### config.mk
export PLATFORM = sky130hd
export DESIGN_NAME = sflash_rd_window
export DESIGN_NICKNAME = d
export VERILOG_FILES = /design/src/rtl/sfw_pkg.sv /design/src/rtl/sfw_decode.sv /design/src/rtl/sfw_seq.sv /design/src/rtl/sfw_shift.sv /design/src/rtl/sflash_rd_window.sv
export SDC_FILE = /design/constraint.sdc
export NUM_CORES = 1
export LEC_CHECK = 0
export BUFFER_PORTS_ARGS = -buffer_cell sky130_fd_sc_hd__buf_2
export CAP_MARGIN = 15
export CORE_MARGIN = 2
export CORE_UTILIZATION = 35
export CTS_CLUSTER_DIAMETER = 50
export CTS_CLUSTER_SIZE = 8
export DETAILED_ROUTE_END_ITERATION = 10
export GPL_TIMING_DRIVEN = 0
export HOLD_SLACK_MARGIN = 0.06
export SYNTH_ARGS = -nofsm -noshare
export SYNTH_HDL_FRONTEND = slang
export SYNTH_SLANG_ARGS = --single-unit
### constraint.sdc
create_clock -name clk -period 3 [get_ports clk]
set_input_delay 0.3 -clock clk [delete_from_list [all_inputs] [get_ports clk]]
set_output_delay 0.3 -clock clk [all_outputs]
set_load 0.005 [all_outputs]
### src/rtl/sfw_pkg.sv
package sfw_pkg;

    localparam int          WORD_W    = 32;
    localparam int          WORD_B    = WORD_W / 8;
    localparam logic [7:0]  RD_OPCODE = 8'h03;

    typedef enum logic [2:0] {
        ST_IDLE,
        ST_WAIT,
        ST_XFER,
        ST_RESP,
        ST_WERR
    } seq_state_t;

    // Reverse byte order of a word.
    function automatic logic [WORD_W-1:0] swap_bytes(input logic [WORD_W-1:0] w);
        logic [WORD_W-1:0] r;
        for (int i = 0; i < WORD_B; i++) begin
            r[8*i +: 8] = w[8*(WORD_B-1-i) +: 8];
        end
        return r;
    endfunction

    // Serial stream holds first byte at the top; storage is little-endian,
    // so the stored word value has the first byte at the bottom.
    function automatic logic [WORD_W-1:0] stream_to_le(input logic [WORD_W-1:0] s);
        return swap_bytes(s);
    endfunction

endpackage

### src/rtl/sfw_decode.sv
module sfw_decode #(
    parameter int                ADDR_W   = 32,
    parameter logic [ADDR_W-1:0] WIN_BASE = 32'h0800_0000,
    parameter int                WIN_LOG2 = 27,
    parameter int                FLASH_AW = 24
) (
    input  logic                bus_sel,
    input  logic                bus_we,
    input  logic [ADDR_W-1:0]   bus_addr,
    output logic                rd_hit,
    output logic                wr_hit,
    output logic [FLASH_AW-1:0] flash_addr
);
    logic in_win;
    logic unused_offset_bits;

    assign in_win     = (bus_addr[ADDR_W-1:WIN_LOG2] == WIN_BASE[ADDR_W-1:WIN_LOG2]);
    assign rd_hit     = bus_sel & in_win & ~bus_we;
    assign wr_hit     = bus_sel & in_win &  bus_we;
    assign flash_addr = {bus_addr[FLASH_AW-1:2], 2'b00};

    generate
        if (WIN_LOG2 > FLASH_AW) begin : g_wrap
            assign unused_offset_bits = ^{bus_addr[WIN_LOG2-1:FLASH_AW], bus_addr[1:0]};
        end else begin : g_exact
            assign unused_offset_bits = ^bus_addr[1:0];
        end
    endgenerate
endmodule

### src/rtl/sfw_seq.sv
module sfw_seq
    import sfw_pkg::*;
(
    input  logic clk,
    input  logic rst,
    input  logic rd_hit,
    input  logic wr_hit,
    input  logic eng_busy,
    input  logic xfer_done,
    output logic xfer_load,
    output logic xfer_run,
    output logic bus_ready,
    output logic bus_err,
    output logic win_busy
);
    seq_state_t state, nxt;

    always_ff @(posedge clk) begin
        if (rst) state <= ST_IDLE;
        else     state <= nxt;
    end

    always_comb begin
        nxt = state;
        unique case (state)
            ST_IDLE: begin
                if (rd_hit)      nxt = ST_WAIT;
                else if (wr_hit) nxt = ST_WERR;
            end
            ST_WAIT: if (!eng_busy) nxt = ST_XFER;
            ST_XFER: if (xfer_done) nxt = ST_RESP;
            ST_RESP: nxt = ST_IDLE;
            ST_WERR: nxt = ST_IDLE;
            default: nxt = ST_IDLE;
        endcase
    end

    assign xfer_load = (state == ST_WAIT) & ~eng_busy;
    assign xfer_run  = (state == ST_XFER);
    assign bus_ready = (state == ST_RESP) | (state == ST_WERR);
    assign bus_err   = (state == ST_WERR);
    assign win_busy  = (state == ST_WAIT) | (state == ST_XFER);
endmodule

### src/rtl/sfw_shift.sv
module sfw_shift
    import sfw_pkg::*;
#(
    parameter int FLASH_AW = 24
) (
    input  logic                clk,
    input  logic                rst,
    input  logic                load,
    input  logic [FLASH_AW-1:0] flash_addr,
    input  logic                run,
    input  logic                miso,
    output logic                sck,
    output logic                mosi,
    output logic                done,
    output logic [WORD_W-1:0]   rdata
);
    localparam int TX_BITS = 8 + FLASH_AW;
    localparam int TOTAL   = TX_BITS + WORD_W;
    localparam int CW      = $clog2(TOTAL + 1);
    localparam logic [CW-1:0] TX_END = CW'(TX_BITS);
    localparam logic [CW-1:0] LAST   = CW'(TOTAL - 1);

    logic [TX_BITS-1:0] tx_sr;
    logic [WORD_W-1:0]  rx_sr;
    logic [WORD_W-1:0]  rdata_q;
    logic [CW-1:0]      bit_cnt;
    logic               sck_q;

    always_ff @(posedge clk) begin
        if (rst) begin
            tx_sr   <= '0;
            rx_sr   <= '0;
            rdata_q <= '0;
            bit_cnt <= '0;
            sck_q   <= 1'b0;
        end else if (load) begin
            tx_sr   <= {RD_OPCODE, flash_addr};
            bit_cnt <= '0;
            sck_q   <= 1'b0;
        end else if (run) begin
            if (!sck_q) begin
                sck_q <= 1'b1;
                if (bit_cnt >= TX_END) rx_sr <= {rx_sr[WORD_W-2:0], miso};
            end else begin
                sck_q   <= 1'b0;
                tx_sr   <= tx_sr << 1;
                bit_cnt <= bit_cnt + 1'b1;
                if (bit_cnt == LAST) rdata_q <= swap_bytes(stream_to_le(rx_sr));
            end
        end
    end

    assign sck   = sck_q;
    assign mosi  = run & (bit_cnt < TX_END) & tx_sr[TX_BITS-1];
    assign done  = run & sck_q & (bit_cnt == LAST);
    assign rdata = rdata_q;
endmodule

### src/rtl/sflash_rd_window.sv
module sflash_rd_window
    import sfw_pkg::*;
#(
    parameter int          ADDR_W   = 32,
    parameter logic [31:0] WIN_BASE = 32'h0800_0000,
    parameter int          WIN_LOG2 = 27,
    parameter int          FLASH_AW = 24
) (
    input  logic              clk,
    input  logic              rst,
    input  logic              bus_sel,
    input  logic              bus_we,
    input  logic [ADDR_W-1:0] bus_addr,
    output logic [WORD_W-1:0] bus_rdata,
    output logic              bus_ready,
    output logic              bus_err,
    input  logic              eng_busy,
    output logic              win_busy,
    output logic              spi_cs_n,
    output logic              spi_sck,
    output logic              spi_mosi,
    input  logic              spi_miso
);
    logic                rd_hit, wr_hit;
    logic [FLASH_AW-1:0] flash_addr;
    logic                xfer_load, xfer_run, xfer_done;

    sfw_decode #(
        .ADDR_W   (ADDR_W),
        .WIN_BASE (WIN_BASE[ADDR_W-1:0]),
        .WIN_LOG2 (WIN_LOG2),
        .FLASH_AW (FLASH_AW)
    ) u_decode (
        .bus_sel    (bus_sel),
        .bus_we     (bus_we),
        .bus_addr   (bus_addr),
        .rd_hit     (rd_hit),
        .wr_hit     (wr_hit),
        .flash_addr (flash_addr)
    );

    sfw_seq u_seq (
        .clk       (clk),
        .rst       (rst),
        .rd_hit    (rd_hit),
        .wr_hit    (wr_hit),
        .eng_busy  (eng_busy),
        .xfer_done (xfer_done),
        .xfer_load (xfer_load),
        .xfer_run  (xfer_run),
        .bus_ready (bus_ready),
        .bus_err   (bus_err),
        .win_busy  (win_busy)
    );

    sfw_shift #(
        .FLASH_AW (FLASH_AW)
    ) u_shift (
        .clk        (clk),
        .rst        (rst),
        .load       (xfer_load),
        .flash_addr (flash_addr),
        .run        (xfer_run),
        .miso       (spi_miso),
        .sck        (spi_sck),
        .mosi       (spi_mosi),
        .done       (xfer_done),
        .rdata      (bus_rdata)
    );

    assign spi_cs_n = ~xfer_run;
endmodule

Word level (Yosys, flattened, before mapping)
Index checks and enable logic that the tools add are counted.

Reduce and logical (&&, ||, !) cells: 9. Eq/ne operators: 9. Order comparisons: 2. Bitwise gates (word level): 15. Muxes and demuxes: 9. Add/subtract/negate cells: 1.

Operators with widths (count): $mux 26 (3); $mux 3 (4); $pmux 3 s3 (1); $and 1x1->1 (8); $reduce_and 4->1 (2); $add 7x1->7 const B (1); $eq 7x6->1 const B (1); $ge 7x6->1 const B (1); $lt 7x6->1 const B (1); $eq 3x2->1 const B (2); $eq 5x1->1 const B (1); $not 1->1 (5); $ne 2x2->1 const B (2); $reduce_and 2->1 (2); $reduce_bool 2->1 (2); $eq 3x1->1 const B (1); $eq 3x3->1 const B (1); $logic_not 3->1 (1); $ne 3x3->1 const B (1); $reduce_and 3->1 (1); $or 1x1->1 (2); $reduce_or 2->1 (1); $mux 1 (1).

Register bits after elaboration: 105. Input port bits: 38.

Depth between registers and ports, before layout
Gate-level depths: netlist (run 1).

Word-level depth: 6. Depth in mapped cells: 8.

Cells and area by module
From an unflattened synthesis (run 1), not the netlist that was laid out.

Cell total of the unflattened synthesis: 551. Area, all modules: 4762.1 µm².

By module, submodules not included: sfw_shift (area each 4375.4 µm², times used 1, cells an instance 502); sfw_decode (area each 216.5 µm², times used 1, cells an instance 28); sfw_seq (area each 166.4 µm², times used 1, cells an instance 20); sflash_rd_window (area each 3.8 µm², times used 1, cells an instance 1).

Worst setup path after synthesis (run 1)
No wires, ideal clock.

Path kind: reg-to-reg. Start point: register u_seq.state[2]. End point: register u_shift.rdata_q[3] (netlist: u_shift.rdata[3]). Library setup time: 0.128 ns. Setup slack: 1.177 ns. Cell stages (with the launch flop): 8. Data arrival time: 1.696 ns. Cell sequence: dfxtp_1 > buf_6 > nand4bb_1 > buf_2 > nor4_4 > buf_6 > mux2i_1 > nor2_1.

Word-level cells in the longest chain between the ends: 4. Elaborated cells between the ends (all ways): 5.

RTL lines: from (decl) (line sfw_seq.sv:16) `seq_state_t state, nxt;`; from (signal assigned) (line sfw_seq.sv:20) `else state <= nxt;`; $eq 3x1->1 (line sfw_seq.sv:38) `assign xfer_load = (state == ST_WAIT) & ~eng_busy;`; $and 1x1->1 (line sfw_seq.sv:38); $not 1->1 (no line); $reduce_and 4->1 (no line) (*); to (signal assigned) (line sfw_shift.sv:48) `if (bit_cnt == LAST) rdata_q <= swap_bytes(stream_to_le(rx_sr));`; to (decl) (line sfw_shift.sv:25) `logic [WORD_W-1:0] rdata_q;`.

Every way passes the cells marked *; elsewhere a longest branch is shown, timed or not. A chain may end at the register's enable or synchronous reset.

Final worst setup path (run 1)
Start point: register u_seq.state[2]. End point: register u_shift.rdata_q[5] (netlist: u_shift.rdata[5]).

The elaborated chain is that of the path after synthesis.

==> summary.md, run 1 <==
| Metric | Value |
|---|---|
| CTS tree | `built` |
| Detailed Route WL | `8685 um` |
| Postcts setup bufs | `0` |
| Synthesized flop and latch total | `105` |
| Sequential share of power | `0.540` |
| Async S/R FF share, synth | `0` |
| Share of total power in combinational logic | `0.024` |
| Synth cell count leaders | `108 x nand2_1, 105 x dfxtp_1, 62 x a21oi_1` |
| Resize count post-CTS | `0` |
| CP delay by family, top | `simple AND/OR/NAND/NOR gates` |
| Pint | `2.015 mW` |
| Clk buf depth | `2` |
| Worst VDD drop | `0.0002452 V` |
| Height of the die | `110.5 um` |
| Least-Margin Pin Slew | `0.7603 ns` |
| Gate Count Post-Synth | `450` |
| Clock group share of total power | `0.436` |
| Final HPWL DP | `6158 um` |
| Final period util | `0.6874` |
| Unrepaired setup endpoints after global routing | `no` |
| Synth top area cells | `dfxtp_1 53%, nand2_1 10%, mux2i_1 8.3%` |
| Data arrival time of the critical path | `2.27 ns` |
| Initial core utilization | `0.3629` |
| Mapped Area | `3969 um2` |
| Worst Hold Depth | `3` |
| Endpoints failing setup | `0` |
| Initial DRC count | `136` |
| Crit path cell chain | `buf_6, nand4bb_1, buf_2, nor4_4, buf_6, mux2i_1, nor2_1` |
| Hold WC Path Type | `input port to register` |
| First-pass GRT wire length | `14750 um` |
| Pleak | `1.710 nW` |
| Distinct cells, synth | `37` |
| Fin crit period | `2.062 ns` |
| Max-Cap Viols | `0` |
| NetSw | `0.5687 mW` |
| Core box area | `10940 um2` |
| Hold path endpoint | `u_shift.tx_sr[3]$_SDFFE_PP0P_` |
| Slew Limit Fails | `0` |
| Initial antenna violation count | `0` |
| Synth warnings | `0` |
| Stages on worst setup path | `7` |
| Number of global-route vias before repair | `3119` |
| Cell area after placement | `4494 um2` |
| TritonRoute pass-1 iters | `4` |
| Post-route cell area | `4785 um2` |
| IO buf count | `70` |
| Reg-to-Reg End | `u_shift.rdata[5]$_SDFFE_PP0P_` |
| Syn Area/Cell | `8.820 um2` |
| Clock sinks | `105` |
| Outcome | `finished clean` |
| Final Skew | `0.007576 ns` |
| Cell taking the most area after synthesis | `dfxtp_1` |
| Hold_buf cts | `0` |
| Post-synth EDFFs | `0` |
| Final Hold Vio Count | `0` |
| Critical Path Slowest Stage Cell | `nor4_4` |
| Share of cells above drive strength 1 | `0.1959` |
| Largest stage delay, worst path | `0.58 ns` |
| Die width | `110.5 um` |
| Pin count of the biggest net entering global routing | `19` |
| DR vias/cell | `4.824` |
| Synth Flop Type | `dfxtp_1` |
| Die area | `12210 um2` |
| R2r worst-path depth | `7` |
| Diodes inserted | `0` |
| CTS HTree Levels | `3` |
| Startpoint Class | `register` |
| Total congestion overflow | `0` |
| Cell Pwr Density | `540.0 nW/um2` |
| Sw Ratio | `0.2201` |
| Sequential share of the synthesized area | `0.5296` |
| Rel. slew slack | `0.4918` |
| Critical path class | `register to register` |
| DRC viols | `0` |
| Worst path most repeated cell | `buf_6` |
| Ports | `76` |
| Clock root buffer | `clkbuf_16` |
| Share of the synthesized area in the top cell type | `0.5296` |
| Setup TNS | `0 ns` |
| Row count | `38` |
| TritonCTS Buffers | `9` |
| Clk Latency, worst-skew pair | `0.34 ns` |
| RR Startpoint | `u_seq.state[2]$_SDFFE_PP0P_` |
| Overall via count from detail_route | `3261` |
| CP Capture Type | `register` |
| Clk pin slew, worst setup/hold paths | `0.07 ns` |
| R2R Setup Slk | `0.94 ns` |
| CP required | `3.21 ns` |
| Avg WL per Cell | `12.85 um` |
| CP max FO | `10` |
| Area growth syn-to-layout | `20.55%` |
| Nets | `571` |
| GRT Total Usage | `0.1450` |
| Net Count, Synth | `490` |
| Placer congestion estimate | `0.7805` |
| ANT nets after route | `0` |
| Fmax | `484.9 MHz` |
| Most frequent cell after synthesis | `nand2_1` |
| Bufs and invs on worst path | `3` |
| Beginning of the worst hold path | `bus_addr[3]` |
power by group through the flow:
stage	logic [mW]	clock network, mW	registers, mW
after CTS	0.0627	1.15	1.40
after global placement	0.0611	0	1.43
after detailed placement	0.0625	0	1.43
final	0.0616	1.13	1.40
after global routing	0.0690	1.23	1.40
after floorplan	0.0274	0	1.43
layout make-up:
class	count	area, um2
multi-input cells	306	1678
plain buffers	36	177.7
clock buffers	10	239.0
clock inverters	6	51.30
inverters	3	11.26
well taps	140	175.2
flip-flops and latches	105	2102
fillers	1091	6151
repair buffers	70	350.3
cell usage in the layout (no fill, tap or decap), drive strengths merged, types with 4 or more instances in the layout:
cell type,n
inv,5
xor2,4
clkbuf,32
mux2i,33
a22oi,20
nor4,4
buf,84
a21oi,62
nor2,45
dfxtp,105
nand2,108
registers in the layout, summed over array words and instances, names as in the netlist:
register	count
u_shift.tx_sr	30
u_shift.rdata	32
u_shift.bit_cnt	7
u_shift.sck	1
u_shift.rx_sr	32
u_seq.state	3
metrics by stage:
stage	hold WS [ns]	power, mW	instances	setup WS, ns	util
floorplan	0.4320	1.455	450	1.177	-
global placement	0.4374	1.489	660	0.9296	0.4110
detailed placement	0.4455	1.491	660	0.9017	0.4110
CTS	0.1985	2.612	676	0.8997	0.4375
global route	0.1964	2.691	676	0.7698	0.4375
finish	0.2081	2.584	676	0.9379	0.4375
how the worst max path moves through the flow:
stage | from | end
after floorplan | u_seq.state[2]$_SDFFE_PP0P_ | u_shift.rdata[3]$_SDFFE_PP0P_
after global placement | u_seq.state[2]$_SDFFE_PP0P_ | u_shift.rdata[3]$_SDFFE_PP0P_
after detailed placement | u_seq.state[2]$_SDFFE_PP0P_ | u_shift.rdata[5]$_SDFFE_PP0P_
after CTS | u_seq.state[2]$_SDFFE_PP0P_ | u_shift.rdata[5]$_SDFFE_PP0P_
after global routing | u_seq.state[2]$_SDFFE_PP0P_ | u_shift.rdata[11]$_SDFFE_PP0P_
final | u_seq.state[2]$_SDFFE_PP0P_ | u_shift.rdata[5]$_SDFFE_PP0P_
logic make-up (layout without fill, tap and decap cells):
logic type	after synthesis	after routing	synth area share
fa+ha+maj	2	2	0.006304
flops	105	105	0.5296
xor+xnor	5	5	0.01103
compound gates	91	91	0.1321
buf+inv	39	125	0.04760
mux	33	33	0.08323
simple gates	175	175	0.1901
worst reg2reg max path, stage by stage, from the launching register on:
cell	delay, ns
dfxtp_1	0.33
buf_6	0.14
nand4bb_1	0.17
buf_2	0.19
nor4_4	0.58
buf_6	0.26
mux2i_1	0.21
nor2_1	0.05
routing by layer:
metal,share of wire,wire (um),GRT usage,vias to the layer above
met4,0.011,97,0.06083,0
met3,0.038,331,0.02744,7
met5,0,0,0,-
met1,0.49,4268,0.1914,1513
met2,0.46,3988,0.2327,62
li1,-,-,-,1679
No activity file was read; power rests on OpenSTA's default activity.
==> run 2: changes to the inputs <==
- clock period: 3 -> 1.8 ns (I/O delays scaled with it)
==> summary.md, run 2 (synthesis results as in run 1) <==
| Metric | Value |
|---|---|
| Outcome | `complete, but fails checks` |
| Failing checks | `setup timing` |
| Beginning of the worst hold path | `bus_addr[3]` |
| Final worst setup slack | `-0.06019 ns (-0.9981 ns)` |
| Height of the die | `110.5 um (unchanged)` |
| Cell Pwr Density | `825.9 nW/um2 (+53%)` |
| Diodes inserted | `0 (unchanged)` |
| Largest stage delay, worst path | `0.44 ns (-0.14 ns)` |
| Pleak | `1.908 nW (+12%)` |
| Row count | `38 (unchanged)` |
| Initial antenna violation count | `0 (unchanged)` |
| Detailed Route WL | `9531 um (+9.7%)` |
| CP Capture Type | `register` |
| Pin count of the biggest net entering global routing | `20 (+1)` |
| Endpoints failing setup | `32 (+32)` |
| Die width | `110.5 um (unchanged)` |
| Initial DRC count | `184 (+35%)` |
| Placer congestion estimate | `0.7388 (-5.3%)` |
| Post-route cell area | `5220 um2 (+9.1%)` |
| Final HPWL DP | `6162 um (about the same)` |
| Slew Limit Fails | `0 (unchanged)` |
| Startpoint Class | `register` |
| GRT Total Usage | `0.1527 (+0.007738)` |
| Hold WC Path Type | `input port to register` |
| Hold path endpoint | `u_shift.tx_sr[3]$_SDFFE_PP0P_` |
| Nets | `591 (+3.5%)` |
| Rel. slew slack | `0.5818 (+0.09003)` |
| Worst path most repeated cell | `buf_6` |
| R2r worst-path depth | `7 (unchanged)` |
| Unrepaired setup endpoints after global routing | `yes` |
| Overall via count from detail_route | `3348 (+2.7%)` |
| Most common cell after layout, fill and taps aside | `dfxtp_1` |
| Fmax | `537.6 MHz (+11%)` |
| CTS tree | `built` |
| Data arrival time of the critical path | `2.07 ns (-0.20 ns)` |
| Fill count | `1095 (+0.37%)` |
| DP Cell Count | `660 (unchanged)` |
| TritonCTS Buffers | `9 (unchanged)` |
| Critical Path Slowest Stage Cell | `or3_4` |
| Most frequent cells in the layout | `100 x dfxtp_1, 99 x nand2_1, 75 x buf_2` |
| Critical path class | `register to register` |
| Clock sinks | `105 (unchanged)` |
| Final Hold Vio Count | `0 (unchanged)` |
| Cell area after placement | `4497 um2 (about the same)` |
| Area growth syn-to-layout | `31.53%` |
| CP max FO | `6 (-4)` |
| Clock root buffer | `clkbuf_16` |
| Final period util | `1.033 (+0.3461)` |
| TritonRoute pass-1 iters | `5 (+1)` |
| Total congestion overflow | `0 (unchanged)` |
| Hold_buf cts | `0 (unchanged)` |
| Clk buf depth | `2 (unchanged)` |
| DRC viols | `0 (unchanged)` |
| Max-Cap Viols | `0 (unchanged)` |
| Worst Hold Depth | `3 (unchanged)` |
| Share of cells above drive strength 1 | `0.2860 (+0.09008)` |
| Avg WL per Cell | `13.69 um (+6.6%)` |
| Fin crit period | `1.860 ns (-0.2019 ns)` |
| CTS HTree Levels | `3 (unchanged)` |
| CP delay by family, top | `simple AND/OR/NAND/NOR gates` |
| Clk pin slew, worst setup/hold paths | `0.07 ns (about the same)` |
| Die area | `12210 um2 (unchanged)` |
| CP required | `2.01 ns (-1.20 ns)` |
| Non-filler instance count after layout | `696 (+3.0%)` |
| Least-Margin Pin Slew | `0.6272 ns (-0.1331 ns)` |
| Ports | `76 (unchanged)` |
| RR Startpoint | `u_seq.state[2]$_SDFFE_PP0P_` |
| ANT nets after route | `0 (unchanged)` |
| DR vias/cell | `4.810 (-0.28%)` |
| Clk Latency, worst-skew pair | `0.34 ns (about the same)` |
| IO buf count | `70 (unchanged)` |
| Initial core utilization | `0.3629 (unchanged)` |
| Bufs and invs on worst path | `3 (unchanged)` |
| R2R Setup Slk | `-0.06 ns (-1.00 ns)` |
| Crit path cell chain | `buf_6, or3b_1, buf_6, or3_4, buf_2, nand2_1, a21oi_1` |
| First-pass GRT wire length | `15420 um (+4.5%)` |
| Number of global-route vias before repair | `3207 (+2.8%)` |
| Core box area | `10940 um2 (unchanged)` |
| Crit. Startpoint | `u_seq.state[2]$_SDFFE_PP0P_` |
| Worst VDD drop | `0.0006345 V (+160%)` |
| Reg-to-Reg End | `u_shift.rx_sr[17]$_SDFFE_PP0P_` |
| Final Skew | `0.007136 ns (-0.0004398 ns)` |
-- run 2: cell count changes in the layout (fill, tap and decap cells not counted), sizes merged --
cell / previous run / this run
buf: 84 / 106
clkbuf: 32 / 29
clkinv: 2 / 3
clkinvlp: 2 / 1
inv: 5 / 6
-- run 2: worst max-delay path by stage --
stage,endpoint,slack (ns),cells after the start
after CTS,u_shift.rdata[5]$_SDFFE_PP0P_,-0.008,8
after floorplan,u_shift.rx_sr[5]$_SDFFE_PP0P_,0.02,8
final,u_shift.rx_sr[17]$_SDFFE_PP0P_,-0.06,7
after global placement,u_shift.bit_cnt[2]$_SDFFE_PP0P_,-0.20,7
after global routing,u_shift.rx_sr[26]$_SDFFE_PP0P_,-0.10,7
after detailed placement,u_shift.bit_cnt[2]$_SDFFE_PP0P_,-0.24,7
-- run 2: power breakdown --
part | internal, mW | leakage (nW) | total (mW) | switching [mW]
Sequential | 2.32 | 0.848 | 2.33 | 0.00228
Clock | 0.966 | 0.140 | 1.88 | 0.910
Combinational | 0.0419 | 0.920 | 0.110 | 0.0679
Total | 3.33 | 1.91 | 4.31 | 0.980
-- run 2: worst reg2reg max path, stage by stage, from the launching register on --
cell	delay (ns)
dfxtp_2	0.33
buf_6	0.12
or3b_1	0.38
buf_6	0.15
or3_4	0.45
buf_2	0.18
nand2_1	0.07
a21oi_1	0.06
-- run 2: repair_timing --
| action | CTS | global route |
|---|---|---|
| endpoints found under the setup margin | 95 | 103 |
| gates resized for setup | 31 | 45 |
| gates cloned | 1 | 4 |
| pin swaps | 4 | 14 |
| setup buffers | 6 | 10 |
-- run 2: area by class of cell --
| class | count | area, um2 | share of cell area |
|---|---|---|---|
| Multi-Input combinational cell | 306 | 1795 | 0.3440 |
| Clock inverter | 7 | 61.31 | 0.01174 |
| Buffer | 35 | 262.8 | 0.05034 |
| Clock buffer | 9 | 225.2 | 0.04314 |
| Sequential cell | 105 | 2108 | 0.4039 |
| Inverter | 3 | 11.26 | 0.002157 |
| Timing Repair Buffer | 91 | 580.6 | 0.1112 |
| Tap cell | 140 | 175.2 | 0.03356 |
-- run 2: per-layer routing --
metal / up-vias / global-route usage / wire length [um]
met2: 60 / 0.2450 / 4373
met5: - / 0 / 0
li1: 1722 / - / -
met4: 0 / 0.05000 / 132
met3: 9 / 0.03622 / 364
met1: 1557 / 0.2030 / 4661
-- run 2: stage by stage --
step	TNS, ns	total power [mW]	utilization	hold slack [ns]	setup slack (ns)
floorplan	0	2.426	-	0.3138	0.01844
detailed placement	-15.08	2.484	0.4112	0.4423	-0.2367
global route	-2.863	4.475	0.4773	0.08060	-0.1032
global placement	-12.06	2.483	0.4112	0.4357	-0.1956
finish	-1.228	4.311	0.4773	0.08421	-0.06019
CTS	-0.008220	4.353	0.4529	0.07831	-0.007699
==> run 3: changes to the inputs <==
- CORE_MARGIN: 2 -> 4
- CORE_UTILIZATION: 35 -> 45
- PLACE_DENSITY: not set -> 0.67
- clock period: 1.8 -> 1.9 ns (I/O delays scaled with it)
==> summary.md, run 3 (synthesis results as in run 1) <==
| Metric | Value |
|---|---|
| Outcome | `finished clean` |
| ANT nets after route | `0 (unchanged)` |
| Fill count | `822 (-25%)` |
| Crit path cell chain | `buf_6, or3b_1, clkbuf_4, or3_4, buf_4, nand2_1, a21oi_1` |
| Initial antenna violation count | `0 (unchanged)` |
| Number of global-route vias before repair | `3017 (-5.9%)` |
| CP Capture Type | `register` |
| Area of the multi-input gates | `1698 um2 (-5.4%)` |
| Setup TNS | `0 ns (+1.228 ns)` |
| Ports | `76 (unchanged)` |
| Post-route cell area | `4730 um2 (-9.4%)` |
| Critical path class | `register to register` |
| Worst VDD drop | `0.0004817 V (-24%)` |
| Largest stage delay, worst path | `0.41 ns (-0.03 ns)` |
| Core box area | `8382 um2 (-23%)` |
| CP required | `2.13 ns (+0.12 ns)` |
| Avg WL per Cell | `13.02 um (-4.9%)` |
| Most frequent cells in the layout | `108 x nand2_1, 103 x dfxtp_1, 74 x buf_2` |
| Power Total | `3.546 mW (-18%)` |
| Height of the die | `101.9 um (-7.8%)` |
| TritonCTS Buffers | `9 (unchanged)` |
| Area growth syn-to-layout | `19.17%` |
| Initial core utilization | `0.4735 (+0.1106)` |
| Clock root buffer | `clkbuf_8` |
| Hold WC Path Type | `input port to register` |
| Cell area after placement | `4451 um2 (-1.0%)` |
| Pleak | `1.727 nW (-9.5%)` |
| DRC viols | `0 (unchanged)` |
| IO buf count | `70 (unchanged)` |
| Most common cell after layout, fill and taps aside | `nand2_1` |
| Initial DRC count | `136 (-26%)` |
| R2R Setup Slk | `0.03 ns (+0.09 ns)` |
| Rel. slew slack | `0.6168 (+0.03500)` |
| Final Skew | `0.01419 ns (+0.007056 ns)` |
| Endpoints failing setup | `0 (-100%)` |
| CP max FO | `10 (+4)` |
| Max-Cap Viols | `0 (unchanged)` |
| Final Hold Vio Count | `0 (unchanged)` |
| Total congestion overflow | `0 (unchanged)` |
| Nets | `577 (-2.4%)` |
| GRT Total Usage | `0.1660 (+0.01332)` |
| Cell Pwr Density | `749.7 nW/um2 (-9.2%)` |
| Clk buf depth | `2 (unchanged)` |
| Bufs and invs on worst path | `3 (unchanged)` |
| Row count | `33 (-13%)` |
| Final worst setup slack | `0.03056 ns (+0.09075 ns)` |
| Unrepaired setup endpoints after global routing | `yes` |
| Fmax | `534.9 MHz (-0.49%)` |
| CTS HTree Levels | `3 (unchanged)` |
| Placer congestion estimate | `0.7621 (+3.2%)` |
| Clock sinks | `105 (unchanged)` |
| DR vias/cell | `5.046 (+4.9%)` |
| Fin crit period | `1.869 ns (+0.009250 ns)` |
| CP delay by family, top | `simple AND/OR/NAND/NOR gates` |
| DP Worst Slack | `-0.1959 ns (+0.04075 ns)` |
| Die area | `10390 um2 (-15%)` |
| CTS tree | `built` |
| Clk Latency, worst-skew pair | `0.37 ns (+0.03 ns)` |
| Data arrival time of the critical path | `2.10 ns (+0.03 ns)` |
| Share of cells above drive strength 1 | `0.2196 (-0.06641)` |
| TritonRoute pass-1 iters | `5 (unchanged)` |
| Critical Path Slowest Stage Cell | `or3_4` |
| Overall via count from detail_route | `3265 (-2.5%)` |
| Diodes inserted | `0 (unchanged)` |
| Reg area | `2105 um2 (-0.18%)` |
| Pin count of the biggest net entering global routing | `18 (-10%)` |
| Clk pin slew, worst setup/hold paths | `0.10 ns (+0.03 ns)` |
| Final period util | `0.9839 (-0.04952)` |
| Detailed Route WL | `8427 um (-12%)` |
| Die width | `101.9 um (-7.8%)` |
| First-pass GRT wire length | `13940 um (-9.6%)` |
| Startpoint Class | `register` |
| Least-Margin Pin Slew | `0.5747 ns (-0.05249 ns)` |
| Slew Limit Fails | `0 (unchanged)` |
| Final HPWL DP | `5858 um (-4.9%)` |
## run 3: cell count changes in the layout (fill, tap and decap cells not counted), sizes merged
cell         delta
buf            -19
clkbuf          +4
clkinv          +1
dlygate4sd3     +2
inv             -2
## run 3: path summary, 6_finish.rpt
check                                 start                        endpoint  depth (start not counted)
max             u_seq.state[2]$_SDFFE_PP0P_   u_shift.rx_sr[5]$_SDFFE_PP0P_                          7
min                                  bus_we     u_seq.state[2]$_SDFFE_PP0P_                          3
max reg2reg     u_seq.state[2]$_SDFFE_PP0P_   u_shift.rx_sr[5]$_SDFFE_PP0P_                          7
min reg2reg  u_shift.tx_sr[22]$_SDFFE_PP0P_  u_shift.tx_sr[22]$_SDFFE_PP0P_                          2
## run 3: routing by layer
metal | track usage | up-vias | routed length (um)
met5 | 0 | - | 0
met2 | 0.2666 | 62 | 3869
met4 | 0.05348 | 0 | 98
met1 | 0.2224 | 1510 | 4082
li1 | - | 1684 | -
met3 | 0.03891 | 9 | 376
## run 3: what timing repair did
item,CTS,global route
hold endpoints to repair,2,0
resized for setup,7,18
endpoints found under the setup margin,88,67
buffers inserted,3,2
hold buffers,2,0
pin swaps,1,1
## run 3: worst min-delay path, cell delays in order
cell and delay, ns:
buf_2 0.11, nand2b_1 0.07, nor4_1 0.04
## run 3: where the power goes
part | switching [mW] | internal (mW) | leakage (nW)
Clock | 0.758 | 0.482 | 0.0866
Combinational | 0.0604 | 0.0404 | 0.794
Sequential | 0.00225 | 2.20 | 0.846
## run 3: metrics by stage
stage | hold slack (ns) | utilization | cells
after detailed placement | 0.4460 | 0.5310 | 625
after floorplan | 0.3238 | - | 450
final | 0.07380 | 0.5643 | 647
after CTS | 0.06280 | 0.5587 | 645
after global routing | 0.08924 | 0.5643 | 647
after global placement | 0.4396 | 0.5310 | 625
## run 3: area by class of cell
type	instances	area share
plain buffers	35	0.04339
clock buffers	10	0.02698
clock inverters	6	0.009259
inverters	3	0.002381
multi-input cells	306	0.3590
flip-flops and latches	105	0.4450
well taps	105	0.02778
repair buffers	77	0.08624
